<file path="config.mk">
export PLATFORM = sky130hd
export DESIGN_NAME = systick_timer
export DESIGN_NICKNAME = d
export VERILOG_FILES = /design/src/rtl/systick_pkg.sv /design/src/rtl/systick_counter.sv /design/src/rtl/systick_pend.sv /design/src/rtl/systick_regs.sv /design/src/rtl/systick_timer.sv
export SDC_FILE = /design/constraint.sdc
export NUM_CORES = 1
export LEC_CHECK = 0
export ABC_AREA = 1
export ABC_CLOCK_PERIOD_IN_PS = 1900
export BUFFER_PORTS_ARGS = -buffer_cell sky130_fd_sc_hd__buf_2
export CAP_MARGIN = 0
export CELL_PAD_IN_SITES_DETAIL_PLACEMENT = 1
export CELL_PAD_IN_SITES_GLOBAL_PLACEMENT = 1
export CORE_UTILIZATION = 40
export CTS_CLUSTER_SIZE = 30
export DETAILED_ROUTE_END_ITERATION = 12
export GPL_TIMING_DRIVEN = 0
export PLACE_DENSITY = 0.88
export REMOVE_ABC_BUFFERS = 1
export SETUP_SLACK_MARGIN = 0.05
export SYNTH_ARGS = -nofsm -noshare
export SYNTH_HDL_FRONTEND = slang
export SYNTH_SLANG_ARGS = --single-unit
</file>
<file path="constraint.sdc">
create_clock -name clk -period 1.9 [get_ports clk]
set_input_delay 0.38 -clock clk [delete_from_list [all_inputs] [get_ports clk]]
set_output_delay 0.38 -clock clk [all_outputs]
set_load 0.005 [all_outputs]
</file>
<file path="src/rtl/systick_pkg.sv">
package systick_pkg;
    localparam int CNT_W  = 24;
    localparam int DATA_W = 32;
    localparam int PRI_W  = 2;
    localparam int ADDR_W = 2;

    localparam logic [ADDR_W-1:0] A_CTRL    = 2'd0;
    localparam logic [ADDR_W-1:0] A_RELOAD  = 2'd1;
    localparam logic [ADDR_W-1:0] A_CURRENT = 2'd2;
    localparam logic [ADDR_W-1:0] A_PRIO    = 2'd3;

    localparam int B_RUN  = 0;
    localparam int B_IRQ  = 1;
    localparam int B_FLAG = 16;
    localparam int B_PEND = 26;
    localparam int B_PCLR = 27;
    localparam int B_PSET = 28;

    typedef enum logic [1:0] {CA_HOLD, CA_LOAD, CA_DEC, CA_ZERO} cnt_act_e;
    typedef enum logic {PD_IDLE, PD_PENDING} pend_state_e;
endpackage

</file>
<file path="src/rtl/systick_counter.sv">
module systick_counter
    import systick_pkg::*;
#(
    parameter int W = systick_pkg::CNT_W
) (
    input  logic         clk,
    input  logic         rst_n,
    input  logic         run,
    input  logic         zero_cur,
    input  logic [W-1:0] reload,
    output logic [W-1:0] cur,
    output logic         wrap
);
    localparam logic [W-1:0] ONE = W'(1);

    cnt_act_e     act;
    logic [W-1:0] cur_q;
    logic [W-1:0] cur_d;

    always_comb begin
        if (zero_cur)            act = CA_ZERO;
        else if (!run)           act = CA_HOLD;
        else if (cur_q == '0)    act = CA_LOAD;
        else                     act = CA_DEC;
    end

    always_comb begin
        unique case (act)
            CA_ZERO: cur_d = '0;
            CA_HOLD: cur_d = cur_q;
            CA_LOAD: cur_d = reload;
            CA_DEC:  cur_d = cur_q - ONE;
        endcase
    end

    always_ff @(posedge clk or negedge rst_n) begin
        if (!rst_n) cur_q <= '0;
        else        cur_q <= cur_d;
    end

    assign cur  = cur_q;
    assign wrap = (act == CA_DEC) && (cur_q == ONE);

    p_dec_r1: assert property (@(posedge clk) disable iff (!rst_n)
        (run && !zero_cur && cur != '0) |=> cur == $past(cur) - ONE);
    p_load_r2: assert property (@(posedge clk) disable iff (!rst_n)
        (run && !zero_cur && cur == '0) |=> cur == $past(reload));
    p_hold_r3: assert property (@(posedge clk) disable iff (!rst_n)
        (!run && !zero_cur) |=> $stable(cur));
    p_zero_r5: assert property (@(posedge clk) disable iff (!rst_n)
        zero_cur |=> cur == '0);
endmodule

</file>
<file path="src/rtl/systick_pend.sv">
module systick_pend
    import systick_pkg::*;
(
    input  logic clk,
    input  logic rst_n,
    input  logic tick_evt,
    input  logic sw_set,
    input  logic sw_clr,
    input  logic ack,
    output logic req
);
    pend_state_e state_q, state_d;
    logic set_any, clr_any;

    assign set_any = tick_evt | sw_set;
    assign clr_any = sw_clr | ack;

    always_comb begin
        unique case (state_q)
            PD_IDLE:    state_d = set_any ? PD_PENDING : PD_IDLE;
            PD_PENDING: state_d = (clr_any && !set_any) ? PD_IDLE : PD_PENDING;
        endcase
    end

    always_ff @(posedge clk or negedge rst_n) begin
        if (!rst_n) state_q <= PD_IDLE;
        else        state_q <= state_d;
    end

    always_comb begin
        req = (state_q == PD_PENDING);
    end

    p_tick_sets_r6: assert property (@(posedge clk) disable iff (!rst_n)
        tick_evt |=> req);
    p_sw_sets_r7: assert property (@(posedge clk) disable iff (!rst_n)
        sw_set |=> req);
    p_clear_r8: assert property (@(posedge clk) disable iff (!rst_n)
        (clr_any && !set_any) |=> !req);
    p_set_wins_r9: assert property (@(posedge clk) disable iff (!rst_n)
        (set_any && clr_any) |=> req);
endmodule

</file>
<file path="src/rtl/systick_regs.sv">
module systick_regs
    import systick_pkg::*;
#(
    parameter int W      = systick_pkg::CNT_W,
    parameter int DW     = systick_pkg::DATA_W,
    parameter int PW     = systick_pkg::PRI_W,
    parameter int AW     = systick_pkg::ADDR_W
) (
    input  logic          clk,
    input  logic          rst_n,
    input  logic          wr_en,
    input  logic          rd_en,
    input  logic [AW-1:0] addr,
    input  logic [DW-1:0] wdata,
    input  logic          wrap,
    input  logic          pending,
    input  logic [W-1:0]  cur,
    output logic          run,
    output logic          irq_en,
    output logic [W-1:0]  reload,
    output logic [PW-1:0] prio,
    output logic          zero_cur,
    output logic          sw_set,
    output logic          sw_clr,
    output logic [DW-1:0] rdata
);
    localparam int PRI_LSB = DW - PW;

    logic flag_q;
    logic wr_ctrl, rd_ctrl;
    logic unused_wdata;

    assign wr_ctrl  = wr_en && (addr == A_CTRL);
    assign rd_ctrl  = rd_en && (addr == A_CTRL);
    assign zero_cur = wr_en && (addr == A_CURRENT);
    assign sw_set   = wr_ctrl && wdata[B_PSET];
    assign sw_clr   = wr_ctrl && wdata[B_PCLR];
    assign unused_wdata = ^wdata;

    always_ff @(posedge clk or negedge rst_n) begin
        if (!rst_n) begin
            run    <= 1'b0;
            irq_en <= 1'b0;
            reload <= '0;
            prio   <= '0;
        end else if (wr_en) begin
            unique case (addr)
                A_CTRL: begin
                    run    <= wdata[B_RUN];
                    irq_en <= wdata[B_IRQ];
                end
                A_RELOAD:  reload <= wdata[W-1:0];
                A_PRIO:    prio   <= wdata[DW-1:PRI_LSB];
                default:   ;
            endcase
        end
    end

    always_ff @(posedge clk or negedge rst_n) begin
        if (!rst_n)                    flag_q <= 1'b0;
        else if (wrap)                 flag_q <= 1'b1;
        else if (rd_ctrl || zero_cur)  flag_q <= 1'b0;
    end

    always_comb begin
        rdata = '0;
        unique case (addr)
            A_CTRL: begin
                rdata[B_RUN]  = run;
                rdata[B_IRQ]  = irq_en;
                rdata[B_FLAG] = flag_q;
                rdata[B_PEND] = pending;
            end
            A_RELOAD:  rdata[W-1:0] = reload;
            A_CURRENT: rdata[W-1:0] = cur;
            A_PRIO:    rdata[DW-1:PRI_LSB] = prio;
        endcase
    end

    p_flag_set_r4: assert property (@(posedge clk) disable iff (!rst_n)
        wrap |=> flag_q);
    p_flag_clr_r4: assert property (@(posedge clk) disable iff (!rst_n)
        ((rd_ctrl || zero_cur) && !wrap) |=> !flag_q);
endmodule

</file>
<file path="src/rtl/systick_timer.sv">
module systick_timer
    import systick_pkg::*;
#(
    parameter int W  = systick_pkg::CNT_W,
    parameter int DW = systick_pkg::DATA_W,
    parameter int PW = systick_pkg::PRI_W,
    parameter int AW = systick_pkg::ADDR_W
) (
    input  logic          clk,
    input  logic          rst_n,
    input  logic          wr_en,
    input  logic          rd_en,
    input  logic [AW-1:0] addr,
    input  logic [DW-1:0] wdata,
    output logic [DW-1:0] rdata,
    input  logic          ack,
    output logic          tick_req,
    output logic [PW-1:0] tick_pri
);
    logic         run, irq_en, zero_cur, sw_set, sw_clr, wrap, tick_evt;
    logic [W-1:0] reload, cur;

    systick_regs #(.W(W), .DW(DW), .PW(PW), .AW(AW)) u_regs (
        .clk(clk), .rst_n(rst_n), .wr_en(wr_en), .rd_en(rd_en),
        .addr(addr), .wdata(wdata), .wrap(wrap), .pending(tick_req),
        .cur(cur), .run(run), .irq_en(irq_en), .reload(reload),
        .prio(tick_pri), .zero_cur(zero_cur), .sw_set(sw_set),
        .sw_clr(sw_clr), .rdata(rdata)
    );

    systick_counter #(.W(W)) u_counter (
        .clk(clk), .rst_n(rst_n), .run(run), .zero_cur(zero_cur),
        .reload(reload), .cur(cur), .wrap(wrap)
    );

    assign tick_evt = wrap & irq_en;

    systick_pend u_pend (
        .clk(clk), .rst_n(rst_n), .tick_evt(tick_evt), .sw_set(sw_set),
        .sw_clr(sw_clr), .ack(ack), .req(tick_req)
    );

    p_no_tick_when_masked_r6: assert property (@(posedge clk) disable iff (!rst_n)
        (!tick_req && !irq_en && !sw_set) |=> !tick_req);
endmodule

</file>
### Word-level counts from Yosys, hierarchy flattened

Index checks and enable logic that the tools add are counted.

* bitwise gates (word level): 4
* add/sub/neg operators: 1
* reductions and logical operators: 16
* equality and inequality tests: 7
* mux-type cells: 15

Operator list (count)
* 24-bit one-hot mux with 3 select lines: 1
* 14-bit one-hot mux with 2 select lines: 1
* 24-bit by 1-bit equality test with 1-bit output, second input constant: 1
* 24-bit logical NOT: 1
* 24-bit by 1-bit subtractor with 24-bit output, second input constant: 1
* 7-bit one-hot mux with 2 select lines: 1
* 2-bit equality test, second input constant: 4
* 2-bit two-way mux: 4
* 1-bit logical AND: 7
* 2-bit one-hot mux with 3 select lines: 1
* 2-bit AND reduction: 3
* 1-bit two-way mux: 5
* 2-bit by 1-bit equality test with 1-bit output, second input constant: 2
* 2-bit logical NOT: 2
* 1-bit one-hot mux with 3 select lines: 1
* 1-bit bitwise OR: 2
* 1-bit one-hot mux with 2 select lines: 1
* 2-bit nonzero test: 1
* 1-bit AND: 1
* 1-bit logical NOT: 1
* 1-bit logical OR: 1
* 1-bit inverter: 1

* output and inout port bits: 35
* logic and storage cells: 50
* bits in registers: 54

### Longest topological paths before layout

Gate-level depths: netlist (run 1).

* depth in word-level cells: 12
* gate-level depth with buffers: 11
* gate-level depth less buffers: 9

### Modules after synthesis

Synthesis (run 1) repeated with hierarchy kept, for this count alone.

* cell total of the unflattened synthesis: 538
* area, all modules: 3598.5 µm²

Modules (own cells, without submodules)
* systick_counter: area an instance 1854.3 µm², times used 1, sequential area each 600.6 µm², cells each 290
* systick_regs: area an instance 1691.6 µm², times used 1, sequential area each 725.7 µm², cells each 240
* systick_pend: area an instance 45.0 µm², times used 1, sequential area each 25.0 µm², cells each 6
* systick_timer: area an instance 7.5 µm², times used 1, sequential area each 0.0 µm², cells each 2

### Least setup slack after synthesis (run 1)

Ideal clock, no wire load.

* kind: input -> output
* start: input addr[1]
* end: output rdata[10]
* path slack: 236 ps
* buffers on the path: 2
* stages: 6
* required time: 1520 ps
* arrival: 1284 ps
* cells stage by stage: inv_1 ha_1 clkbuf_1 clkbuf_1 nand2_1 a21oi_1

* word-level cells in the longest chain between the ends: 2

Ends and longest elaborated chain
* start, declared: line systick_timer.sv:13 `input logic [AW-1:0] addr,`
* 2-bit equality test / 2-bit by 1-bit equality test with 1-bit output (equally long branches): line systick_regs.sv:67 `unique case (addr)`
* 14-bit one-hot mux with 2 select lines *: line systick_regs.sv:67
* end, declared: line systick_timer.sv:15 `output logic [DW-1:0] rdata,`

Every way passes the cells marked *; elsewhere a longest branch is shown, timed or not.

### Worst setup path in the final report (run 1)

* start: input addr[1]
* end: output rdata[6]

Same word-level chain as after synthesis.

==> results of run 1 <==
[metal layers]
metal | up-vias | part of all wire (%)
met5 | - | 0
met4 | 0 | 1.8
met3 | 16 | 3.2
met2 | 86 | 51
met1 | 1698 | 44
li1 | 1679 | -
[through the flow]
stage	utilization, %	setup slack [ns]	TNS, ns	power (mW)	instance area, µm²
after detailed placement	45.3	-1.35	-58.13	4.56	3970
after global placement	45.3	-1.20	-49.83	4.39	3970
final	49.4	0.0928	0	5.55	4330
after CTS	47.8	0.0606	0	5.43	4190
after floorplan	-	-0.266	-5.15	3.82	3510
after global routing	49.4	0.0414	0	6.00	4330
[area by class of cell]
class | count | share of cell area [%]
Clock buffer | 7 | 1.76
Clock inverter | 1 | 0.694
Inverter | 46 | 4.25
Multi-Input combinational cell | 378 | 47.9
Sequential cell | 54 | 31.2
Tap cell | 108 | 3.12
Timing Repair Buffer | 75 | 10.9
Timing Repair inverter | 1 | 0.173
[cell families (layout without fill, tap and decap cells)]
| group | after synthesis | count (layout) | share of synthesized area, % |
|---|---|---|---|
| AO/OA/AOI/OAI | 34 | 34 | 4.79 |
| adder cells (fa/ha/maj) | 8 | 8 | 2.76 |
| buffers and inverters | 67 | 130 | 8.44 |
| AND/OR/NAND/NOR | 305 | 305 | 39.2 |
| other | 1 | 5 | 0.103 |
| flip-flops | 54 | 54 | 37.2 |
| XOR/XNOR | 8 | 8 | 1.93 |
| multiplexers | 18 | 18 | 5.58 |
[worst max-delay path, cell delays in order]
cell and delay [ns]:
buf_6 0.10, inv_4 0.05, ha_4 0.29, clkinvlp_4 0.16
clkbuf_16 0.20, a21oi_1 0.11, buf_2 0.12
[registers in the layout, summed over array words and instances, names as in the netlist]
signal	count
u_counter.cur	24
u_regs.reload	24
u_regs.prio	2
u_pend.req	1
u_regs.flag_q	1
u_regs.irq_en	1
u_regs.run	1
[synth_stat cells, drive strengths merged]
library cell | instances | area [µm²]
mux2 | 18 | 203
nand3 | 42 | 273
dfrtp | 54 | 1350
a32oi | 1 | 8.76
xnor2 | 2 | 17.5
conb | 1 | 3.75
xor2 | 6 | 52.6
clkbuf | 9 | 33.8
ha | 8 | 100
nand4 | 11 | 68.8
nand2 | 174 | 688
nand3b | 4 | 30.0
nor2 | 74 | 363
inv | 46 | 173
o21ai | 6 | 30.0
buf | 12 | 100
a21oi | 27 | 135
[worst paths after layout]
kind                                   start                 to  slack [ns]
min                                    rst_n  u_regs.reload[17]        0.10
max in group asynchronous              rst_n   u_regs.reload[5]        1.33
max                                  addr[1]           rdata[6]        0.09
min reg2reg                u_regs.reload[10]  u_counter.cur[10]        0.53
min in group clk                   wdata[13]  u_regs.reload[13]        0.28
max reg2reg                 u_counter.cur[0]         u_pend.req        0.15
[power by group]
group | switching, mW | internal, mW
clock | 0.403 | 0.396
combinational | 1.85 | 1.02
sequential | 0.430 | 1.45
total | 2.68 | 2.87
[timing repair]
action,4_1_cts,5_1_grt
gates resized for setup,18,15
setup buffers,6,4
gates cloned,1,1
endpoints found under the setup margin,74,33
pin swaps,2,3
==> impl_metrics.env, run 1 <==
export IMPL_first_pass_iters=4
export IMPL_dpl_hpwl_um=7150
export IMPL_gp_congestion=0.844
export IMPL_whs_ns=0.104
export IMPL_fillerInstances=1122
export IMPL_drt_iter0_markers=104
export IMPL_cp_max_fo=4
export IMPL_num_antenna_cells=0
export IMPL_regArea_um2=1350
export IMPL_ys_ff_latch=54
export IMPL_core_area_um2=8760
export IMPL_grt_busiest_layer="met2"
export IMPL_cap_violations=0
export IMPL_path_class="input port to primary output"
export IMPL_cp_data_arrival_time_ns=1.43
export IMPL_grt_util_met1_pct=28.0
export IMPL_syn_to_final_growth_pct=19.2
export IMPL_drive_gt1_share_pct=27.8
export IMPL_multi_input_area_um2=2070
export IMPL_htreeDepth=2
export IMPL_postCtsHoldBufs=0
export IMPL_slew_viol_final=0
export IMPL_hold_viol=0
export IMPL_clkLatencyLatePin_ns=0.32
export IMPL_route_detailed_drc=0
export IMPL_die_width_um=97.3
export IMPL_grt_start_max_net_pins=55
export IMPL_most_common_layout_cells="nand2_1, buf_2, nor2_1"
export IMPL_reg2reg_depth=9
export IMPL_syn_cell_area_um2=3630
export IMPL_synth_area_per_cell_um2=7.34
export IMPL_p_leak_nw=2.29
export IMPL_final_common_cell="nand2_1"
export IMPL_critPathLaunchType="input port"
export IMPL_grt_setup_unrepaired="yes"
export IMPL_rows=34
export IMPL_worst_slew_pin_slew_ns=0.714
export IMPL_die_area_um2=9460
export IMPL_io_pins=74
export IMPL_ys_warn_count=0
export IMPL_fin_skew_ns=0.00594
export IMPL_grt_pass1_wl_um=17500
export IMPL_cts_tree="done"
export IMPL_power_density_nw_per_um2=1280
export IMPL_end_kind="primary output"
export IMPL_status="finished, final reports clean"
export IMPL_global_route_overflow_total=0
export IMPL_cp_required_ns=1.52
export IMPL_finalNetCount=608
export IMPL_antenna_found_initial=0
export IMPL_met2_usage_pct=41.1
export IMPL_path_clk_slew_ns=0.10
export IMPL_use_met3_pct=3.02
export IMPL_grt_pass1_vias=3751
export IMPL_finalCritPeriodShare_pct=95.1
export IMPL_clock_root_buffer="clkbuf_8"
export IMPL_die_height_um=97.3
export IMPL_via_count=3479
export IMPL_cts_buffer_depth=2
export IMPL_irDropWorstVdd_uv=581
export IMPL_place_inst=650
export IMPL_ant_nets=0
export IMPL_gr_usage_all_layers_pct=22.4
export IMPL_totalWireLength_um=10500
export IMPL_slew_limit_headroom_pct=52.4
export IMPL_synth_cell_types=28
export IMPL_numPortBuffers=64
export IMPL_setup_viol=0
export IMPL_ys_seq_area_share_pct=37.2
export IMPL_avgViaCountPerCell=5.19
export IMPL_cts_buffers=5
export IMPL_fmax_mhz=553
export IMPL_syn_inst=495
export IMPL_cts_sinks=54
export IMPL_start_util_pct=41.4
export IMPL_fin_crit_ns=1.81
export IMPL_fin_cells=670
export IMPL_detail_route_wl_per_cell_um=15.7
export IMPL_min_path_type="input port to async pin"
Power figures use the tool's default switching activity.
==> run 2, diff against run 1 <==
Settings changed: REMOVE_ABC_BUFFERS 1 to unset.
==> run 2 against run 1 <==
  * Maximum frequency barely moved
  * Critical path depth up 3
  * Sequential share of layout area fell by 0.070 points
  * Die area unchanged
  * Register-to-register slack got worse by 0.06 ns
  * Sequential power barely moved
  * Core utilization rose by 0.16 points
  * Critical path type is now register to register
  * Largest cell class unchanged
  * Largest power group unchanged
==> impl_metrics.env, run 2 (same netlist as run 1, synthesis figures left out) <==
export IMPL_worst_slew_pin_slew_ns=0.746
export IMPL_fin_crit_ns=1.81
export IMPL_die_area_um2=9460
export IMPL_clock_root_buffer="clkbuf_8"
export IMPL_grt_start_max_net_pins=55
export IMPL_drt_iter0_markers=172
export IMPL_place_inst=671
export IMPL_wl_met3_um=529
export IMPL_cap_violations=0
export IMPL_global_route_overflow_total=0
export IMPL_power_density_nw_per_um2=1320
export IMPL_detail_route_wl_per_cell_um=17.2
export IMPL_numPortBuffers=64
export IMPL_status="finished, final reports clean"
export IMPL_critPathTopFamily="simple AND/OR/NAND/NOR gates"
export IMPL_clkLatencyLatePin_ns=0.32
export IMPL_crit_buf_inv=3
export IMPL_wl_met2_um=6160
export IMPL_fin_util_pct=49.5
export IMPL_critPathLaunchType="register"
export IMPL_cts_tree="done"
export IMPL_r2r_slack_ns=0.09
export IMPL_cp_required_ns=2.10
export IMPL_grt_pass1_vias=3912
export IMPL_cts_buffers=5
export IMPL_fin_skew_ns=0.00546
export IMPL_crit_chain="inv_2 -> ha_1 -> nand2_1 -> nor2_4 -> nand3_4 -> nand2_1 -> inv_2 -> buf_6 -> nand2_1 -> nand3_2"
export IMPL_post_dp_cell_area_um2=4100
export IMPL_end_kind="register"
export IMPL_most_common_layout_cells="nand2_1, buf_2, nor2_1"
export IMPL_die_height_um=97.3
export IMPL_irDropWorstVdd_uv=483
export IMPL_htreeDepth=2
export IMPL_route_detailed_drc=0
export IMPL_cts_sinks=54
export IMPL_cts_buffer_depth=2
export IMPL_final_area_um2=4340
export IMPL_path_clk_slew_ns=0.10
export IMPL_core_area_um2=8760
export IMPL_critical_path_most_common_cell="nand2_1"
export IMPL_dpl_hpwl_um=8300
export IMPL_die_width_um=97.3
export IMPL_top_layer="met4"
export IMPL_rows=34
export IMPL_hold_viol=0
export IMPL_gp_congestion=0.899
export IMPL_pre_cts_ws_ns=-0.421
export IMPL_whs_ns=0.0977
export IMPL_cp_data_arrival_time_ns=2.01
export IMPL_final_common_cell="nand2_1"
export IMPL_gr_usage_all_layers_pct=24.6
export IMPL_min_path_type="input port to async pin"
export IMPL_fin_cells=680
export IMPL_r2r_start="u_counter.cur[0]"
export IMPL_finalNetCount=618
export IMPL_ant_nets=0
export IMPL_p_leak_nw=2.33
export IMPL_grt_pass1_wl_um=18700
export IMPL_fillerInstances=1166
export IMPL_totalWireLength_um=11700
export IMPL_start_util_pct=41.4
export IMPL_path_class="register to register"
export IMPL_setup_viol=0
export IMPL_r2r_end="u_counter.cur[2]"
export IMPL_final_setup_tns_ns=0
export IMPL_slew_viol_final=0
export IMPL_fmax_mhz=554
export IMPL_cp_max_fo=10
export IMPL_avgViaCountPerCell=5.29
export IMPL_cpMaxStageDelayCell="dfrtp_2"
export IMPL_via_count=3595
export IMPL_antenna_found_initial=0
export IMPL_slowest_delay_ns=0.46
export IMPL_layout_setup_ws_ns=0.0937
export IMPL_io_pins=74
export IMPL_reg2reg_depth=10
export IMPL_num_antenna_cells=0
export IMPL_syn_to_final_growth_pct=19.6
export IMPL_slew_limit_headroom_pct=50.3
export IMPL_total_power_mw=5.74
export IMPL_first_pass_iters=4
export IMPL_m1WireLength_um=4670
export IMPL_drive_gt1_share_pct=28.1
export IMPL_finalCritPeriodShare_pct=95.1
[run 2: cell count changes in the layout (fill, tap and decap cells not counted), moves of 2 or more]
cell / previous run / this run
buf_6: 3 / 6
inv_4: 3 / 0
buf_4: 7 / 10
ha_4: 4 / 2
inv_2: 3 / 6
ha_1: 4 / 6
a21oi_1: 22 / 24
a21oi_2: 5 / 3
buf_2: 61 / 65
[run 2: cell type report]
| type | instances | area, µm² | area share, % |
|---|---|---|---|
| repair buffers | 67 | 345 | 7.95 |
| inverters | 46 | 173 | 3.98 |
| clock buffers | 6 | 72.6 | 1.67 |
| multi-input cells | 378 | 2040 | 47.0 |
| well taps | 108 | 135 | 3.11 |
| clock inverters | 2 | 37.5 | 0.865 |
| flip-flops and latches | 54 | 1350 | 31.2 |
| plain buffers | 19 | 184 | 4.24 |
[run 2: repair_timing]
item	4_1_cts	5_1_grt
resized for setup	19	23
hold buffers	0	0
pin swaps	1	2
hold endpoints to repair	0	0
buffers inserted	1	2
endpoints found under the setup margin	24	46
[run 2: report_power, final]
part / switching [mW] / leakage, nW / total (mW) / internal, mW
clock: 0.417 / 0.0514 / 0.811 / 0.394
sequential: 0.443 / 0.674 / 1.89 / 1.45
combinational: 1.99 / 1.61 / 3.03 / 1.05
total: 2.84 / 2.33 / 5.74 / 2.89
[run 2: worst max path at each step]
| stage | startpoint | endpoint | slack (ns) | cells past startpoint |
|---|---|---|---|---|
| floorplan | addr[1] | rdata[10] | 0.24 | 6 |
| global placement | addr[1] | rdata[4] | -0.36 | 8 |
| detailed placement | addr[1] | rdata[4] | -0.42 | 8 |
| CTS | addr[0] | rdata[4] | 0.009 | 8 |
| global route | u_counter.cur[0] | u_counter.cur[2] | -0.01 | 10 |
| finish | u_counter.cur[0] | u_counter.cur[2] | 0.09 | 10 |
[run 2: layer usage]
metal / vias to the layer above / global-route usage [%]
met3: 23 / 4.17
met1: 1763 / 29.0
met4: 0 / 11.2
li1: 1701 / -
met2: 108 / 43.4
met5: - / 0
[run 2: worst register-to-register path: stages, from the launching register on]
cell and delay (ns):
dfrtp_2 0.46, inv_2 0.12, ha_1 0.18, nand2_1 0.10
nor2_4 0.15, nand3_4 0.15, nand2_1 0.13, inv_2 0.08
buf_6 0.15, nand2_1 0.10, nand3_2 0.08
